[src/rtl/pcicsr_pkg.sv]
package pcicsr_pkg;

    localparam int unsigned DATA_W     = 32;
    localparam int unsigned HALF_W     = 16;
    localparam int unsigned LANES      = DATA_W / 8;

    // command word bit positions
    localparam int unsigned CMD_IOAE   = 0;
    localparam int unsigned CMD_MAE    = 1;
    localparam int unsigned CMD_BME    = 2;

    // status word bit positions
    localparam int unsigned STS_RMAS   = 13;
    localparam int unsigned STS_RTAS   = 12;
    localparam logic [1:0]  DEVT_MED   = 2'b01;
    localparam int unsigned STS_DEVT_LO = 9;

    // sticky flag indices
    localparam int unsigned FLAG_MA    = 0;
    localparam int unsigned FLAG_TA    = 1;
    localparam int unsigned NUM_FLAGS  = 2;

    typedef struct packed {
        logic master;
        logic target;
        logic special;
    } abort_ev_t;

    typedef struct packed {
        logic                  rd_hit;
        logic                  wr_hit;
        logic [LANES-1:0]      be;
        logic [DATA_W-1:0]     data;
    } cfg_acc_t;

    // status-word bit that holds a given sticky flag
    function automatic int unsigned flag_sts_bit(input int unsigned idx);
        return (idx == FLAG_MA) ? STS_RMAS : STS_RTAS;
    endfunction

    // byte lane in the dword that carries a given status bit
    function automatic int unsigned sts_lane(input int unsigned sbit);
        return (HALF_W + sbit) / 8;
    endfunction

    function automatic logic [HALF_W-1:0] build_cmd(input logic mae);
        logic [HALF_W-1:0] w;
        w           = '0;
        w[CMD_BME]  = 1'b1;
        w[CMD_MAE]  = mae;
        w[CMD_IOAE] = 1'b0;
        return w;
    endfunction

    function automatic logic [HALF_W-1:0] build_sts(input logic [NUM_FLAGS-1:0] flags);
        logic [HALF_W-1:0] w;
        w = '0;
        w[STS_DEVT_LO +: 2]  = DEVT_MED;
        w[STS_RMAS]          = flags[FLAG_MA];
        w[STS_RTAS]          = flags[FLAG_TA];
        return w;
    endfunction

endpackage

[src/rtl/pcicsr_decode.sv]
module pcicsr_decode
    import pcicsr_pkg::*;
#(
    parameter int unsigned ADDR_W    = 6,
    parameter int unsigned CSR_DWORD = 1
) (
    input  logic              cfg_wr,
    input  logic              cfg_rd,
    input  logic [ADDR_W-1:0] cfg_addr,
    input  logic [LANES-1:0]  cfg_be,
    input  logic [DATA_W-1:0] cfg_wdata,
    output cfg_acc_t          acc
);
    localparam logic [ADDR_W-1:0] MY_ADDR = ADDR_W'(CSR_DWORD);

    logic addr_match;

    always_comb begin
        addr_match  = (cfg_addr == MY_ADDR);
        acc.rd_hit  = cfg_rd & addr_match;
        acc.wr_hit  = cfg_wr & addr_match;
        acc.be      = cfg_be;
        acc.data    = cfg_wdata;
    end

endmodule

[src/rtl/pcicsr_cmd.sv]
module pcicsr_cmd (
    input  logic clk,
    input  logic rst,
    input  logic lane_wr,
    input  logic mae_wdata,
    output logic mae_q
);
    always_ff @(posedge clk) begin
        if (rst)
            mae_q <= 1'b0;
        else if (lane_wr)
            mae_q <= mae_wdata;
    end
endmodule

[src/rtl/pcicsr_w1c_flag.sv]
module pcicsr_w1c_flag (
    input  logic clk,
    input  logic rst,
    input  logic set_ev,
    input  logic clr_w1,
    output logic flag_q
);
    always_ff @(posedge clk) begin
        if (rst)
            flag_q <= 1'b0;
        else if (set_ev)
            flag_q <= 1'b1;
        else if (clr_w1)
            flag_q <= 1'b0;
    end
endmodule

[src/rtl/pci_cmdsts_regs.sv]
module pci_cmdsts_regs
    import pcicsr_pkg::*;
#(
    parameter int unsigned ADDR_W    = 6,
    parameter int unsigned CSR_DWORD = 1
) (
    input  logic              clk,
    input  logic              rst,
    input  logic              cfg_wr,
    input  logic              cfg_rd,
    input  logic [ADDR_W-1:0] cfg_addr,
    input  logic [3:0]        cfg_be,
    input  logic [31:0]       cfg_wdata,
    output logic [31:0]       cfg_rdata,
    input  logic              ev_master_abort,
    input  logic              ev_target_abort,
    input  logic              ev_special_cycle,
    input  logic              mem_req,
    input  logic              mem_in_dram,
    output logic              mem_enable,
    output logic              mem_claim
);
    localparam int unsigned CMD_LANE = CMD_MAE / 8;

    cfg_acc_t              acc;
    abort_ev_t             ev;
    logic                  mae_q;
    logic [NUM_FLAGS-1:0]  flag_set;
    logic [NUM_FLAGS-1:0]  flag_clr;
    logic [NUM_FLAGS-1:0]  abort_flags_q;

    pcicsr_decode #(
        .ADDR_W    (ADDR_W),
        .CSR_DWORD (CSR_DWORD)
    ) decode_i (
        .cfg_wr    (cfg_wr),
        .cfg_rd    (cfg_rd),
        .cfg_addr  (cfg_addr),
        .cfg_be    (cfg_be),
        .cfg_wdata (cfg_wdata),
        .acc       (acc)
    );

    always_comb begin
        ev.master  = ev_master_abort;
        ev.target  = ev_target_abort;
        ev.special = ev_special_cycle;
    end

    pcicsr_cmd cmd_i (
        .clk       (clk),
        .rst       (rst),
        .lane_wr   (acc.wr_hit & acc.be[CMD_LANE]),
        .mae_wdata (acc.data[CMD_MAE]),
        .mae_q     (mae_q)
    );

    // a master abort that closes a special cycle is the normal ending
    always_comb begin
        flag_set[FLAG_MA] = ev.master & ~ev.special;
        flag_set[FLAG_TA] = ev.target;
    end

    for (genvar i = 0; i < NUM_FLAGS; i++) begin : g_flag
        localparam int unsigned DBIT = HALF_W + flag_sts_bit(i);
        localparam int unsigned LANE = sts_lane(flag_sts_bit(i));

        assign flag_clr[i] = acc.wr_hit & acc.be[LANE] & acc.data[DBIT];

        pcicsr_w1c_flag flag_i (
            .clk    (clk),
            .rst    (rst),
            .set_ev (flag_set[i]),
            .clr_w1 (flag_clr[i]),
            .flag_q (abort_flags_q[i])
        );
    end

    always_comb begin
        cfg_rdata = '0;
        if (acc.rd_hit)
            cfg_rdata = {build_sts(abort_flags_q), build_cmd(mae_q)};
    end

    assign mem_enable = mae_q;
    assign mem_claim  = mem_req & mem_in_dram & mae_q;

endmodule

[config.mk]
export PLATFORM = sky130hd
export DESIGN_NAME = pci_cmdsts_regs
export DESIGN_NICKNAME = d
export VERILOG_FILES = /design/src/rtl/pcicsr_pkg.sv /design/src/rtl/pcicsr_decode.sv /design/src/rtl/pcicsr_cmd.sv /design/src/rtl/pcicsr_w1c_flag.sv /design/src/rtl/pci_cmdsts_regs.sv
export SDC_FILE = /design/constraint.sdc
export NUM_CORES = 1
export LEC_CHECK = 0
export ABC_AREA = 1
export ABC_CLOCK_PERIOD_IN_PS = 1100
export CORE_UTILIZATION = 19
export CTS_CLUSTER_DIAMETER = 60
export DETAILED_ROUTE_END_ITERATION = 10
export GPL_ROUTABILITY_DRIVEN = 0
export PLACE_DENSITY = 0.82
export SYNTH_ARGS = -nofsm -noshare
export SYNTH_HDL_FRONTEND = slang
export SYNTH_SLANG_ARGS = --single-unit
[constraint.sdc]
create_clock -name clk -period 1.1 [get_ports clk]
set_input_delay 0.22 -clock clk [delete_from_list [all_inputs] [get_ports clk]]
set_output_delay 0.22 -clock clk [all_outputs]
set_load 0.03 [all_outputs]
==> results.json <==
{
  "outcome": "finished with violations",
  "violations": "setup timing",
  "crit_chain": "buf_2 -> nor2_4 -> nand4_1 -> buf_6 -> nor2_4 -> buf_6",
  "crit_arrival_ps": 900,
  "holdCritPathClass": "register to register",
  "fin_worst_hold_slack_ps": 455,
  "synth_top_flop_cell": "dfxtp_1",
  "hold_violations": 0,
  "min_from": "g_flag[1].flag_i.flag_q",
  "drtIter0Drc": 0,
  "worst_ep_required_time_ps": 880,
  "worst-setup-path-type": "primary input to output pin",
  "dp.cells": 114,
  "synth_edf_count": 0,
  "cts_tree": "done",
  "wl_met1_um": 325,
  "synth.most_common_cell": "buf_4",
  "setup_viol": 3,
  "grt_start_max_net_pins": 5,
  "port_buffers": 26,
  "hpwlAfterDp_um": 741,
  "path_clk_slew_ps": 40,
  "yosys_warnings": 0,
  "die_x_um": 49.4,
  "synth_seq_area_share_pct": 14.1,
  "top_layer": "met3",
  "num-fill-cells": 211,
  "yosys.area.top_type_share_pct": 49.3,
  "cp-end-kind": "output pin",
  "grt_pass1_vias": 367,
  "overflow": 0,
  "skew_ps": 0,
  "fin_crit_sh_pct": 102,
  "clk_latency_ps": 230,
  "grt_pass1_wl_mm": 1.48,
  "numCtsBuffers": 3,
  "rsz0062_at_grt": "yes",
  "drc": 0,
  "final_nets": 151,
  "cts.sinks": 3,
  "leakagePower_uw": 0.000373,
  "met2_length_um": 598,
  "crit_fanout": 4,
  "yosysUniqueCellTypes": 13,
  "start_util_pct": 20.9,
  "cp-startpoint": "cfg_addr[3]",
  "dieArea_mm2": 0.00244,
  "critPathTopFamily": "buffers and inverters",
  "timing.rr.start": "cmd_i.mae_q",
  "synth_area_leader_cell": "buf_4",
  "antenna_found_initial": 0,
  "synth_common_cells": "28 x buf_4, 8 x inv_1, 6 x nand2_1",
  "postSynthCellCount": 62,
  "max_cap_violations": 0,
  "path_depth": 6,
  "path_buf_inv": 3,
  "wl_per_cell_um": 7.94,
  "reg2reg_depth": 3,
  "ctsHoldBuffers": 0,
  "dr_wl_met3_um": 77,
  "critPathMaxStageDelay_ps": 160,
  "rows": 16,
  "vias": 398,
  "startpoint_type": "primary input",
  "placed_cell_area_um2": 608,
  "cts.path.max_buffers": 2,
  "fin_area_um2": 788,
  "ios": 85,
  "worst_path_max_delay_cell": "buf_6",
  "drive_gt1_share_pct": 46.5,
  "fmax_ghz": 0.894,
  "timing_max_transition_violations_final": 0,
  "htree_levels": 1,
  "synth.avg_cell_area_um2": 6.88,
  "via_per_inst": 3.16,
  "holdPathStages": 2,
  "grt_use_total_pct": 8.04,
  "syn_to_final_growth_pct": 84.8,
  "ys_seq_elements": 3,
  "async_flop_share_pct": 0,
  "yosys-top-cells-area": "buf_4 49%, dfxtp_1 14%, inv_1 7.0%",
  "ant_nets": 0,
  "core_area_mm2": 0.00204,
  "firstDrtPassIters": 1,
  "wirelength_mm": 1.00,
  "timing.final.ws_setup_ps": -18.5,
  "p_per_area_mw_per_mm2": 715,
  "final_cells": 126,
  "synth_area_um2": 427,
  "diodes": 0,
  "die_h_um": 49.4,
  "period_needed_ps": 1120,
  "ir_drop_mv": 0.418,
  "root_buffer": "clkbuf_4"
}
cell type report:
| cell class | count | area [µm²] | share of cell area [%] |
|---|---|---|---|
| clock buffers | 4 | 26.3 | 3.33 |
| multi-input cells | 49 | 295 | 37.5 |
| repair buffers | 35 | 338 | 42.9 |
| inverters | 8 | 32.5 | 4.13 |
| well taps | 27 | 33.8 | 4.29 |
| flip-flops and latches | 3 | 62.6 | 7.94 |
metal layers:
layer	global-route usage (%)	vias up
met3	1.87	0
met4	2.86	0
met1	7.00	167
li1	-	204
met2	17.1	27
met5	0	-
metrics by stage:
step	total power, µW	TNS [ps]	setup slack [ps]	utilization [%]
after floorplan	334	-292	-99.2	-
after global placement	333	-2920	-433	29.8
after detailed placement	336	-2960	-442	29.8
after CTS	556	-96.5	-35.0	36.3
after global routing	599	-246	-62.4	38.6
final	564	-44.4	-18.5	38.6
path summary, 6_finish.rpt:
| path | slack, ps | to |
|---|---|---|
| max | -20 | cfg_rdata[28] |
| min | 460 | g_flag[1].flag_i.flag_q |
| max reg2reg | 410 | cmd_i.mae_q |
| min reg2reg | 460 | g_flag[1].flag_i.flag_q |
worst register-to-register path, cell delays in order (launching register included):
cell	delay, ps
dfxtp_2	330
buf_4	130
nand2_1	70
a21oi_2	50
placed cells by master, fill, tap and decap left out:
cell and instances:
dfxtp_2 2, dfxtp_1 1, dlygate4sd2_1 3, clkbuf_4 3, nand2_2 2, conb_1 27
inv_2 2, nand4_1 1, a21oi_1 1, a21oi_2 2, buf_2 1, nand2_1 4
nand3_2 3, clkbuf_1 1, nand3_4 1, buf_6 13, clkdlybuf4s50_1 10, buf_4 8
inv_1 5, inv_4 1, nor2_4 8
cells by family after synthesis:
group,share of synthesized area [%]
AO/OA/AOI/OAI,4.40
other,0.879
flip-flops,14.1
AND/OR/NAND/NOR,24.3
buffers and inverters,56.3
registers in the layout, indices dropped and copies added (netlist names):
signal and flops:
cmd_i.mae_q 1, g_flag.flag_i.flag_q 2
timing repair:
| item | 4_1_cts | 5_1_grt |
|---|---|---|
| pin swaps | 8 | 10 |
| endpoints found under the setup margin | 9 | 9 |
| setup buffers | 8 | 1 |
| resized for setup | 46 | 11 |
power by group:
part	total, µW	internal, µW	switching, µW	leakage [µW]
sequential	118	115	2.87	0.0000254
clock	191	136	55.2	0.0000150
combinational	255	86.0	169	0.000333
total	564	337	227	0.000373
Note: power is estimated with default switching activity, not from simulation.
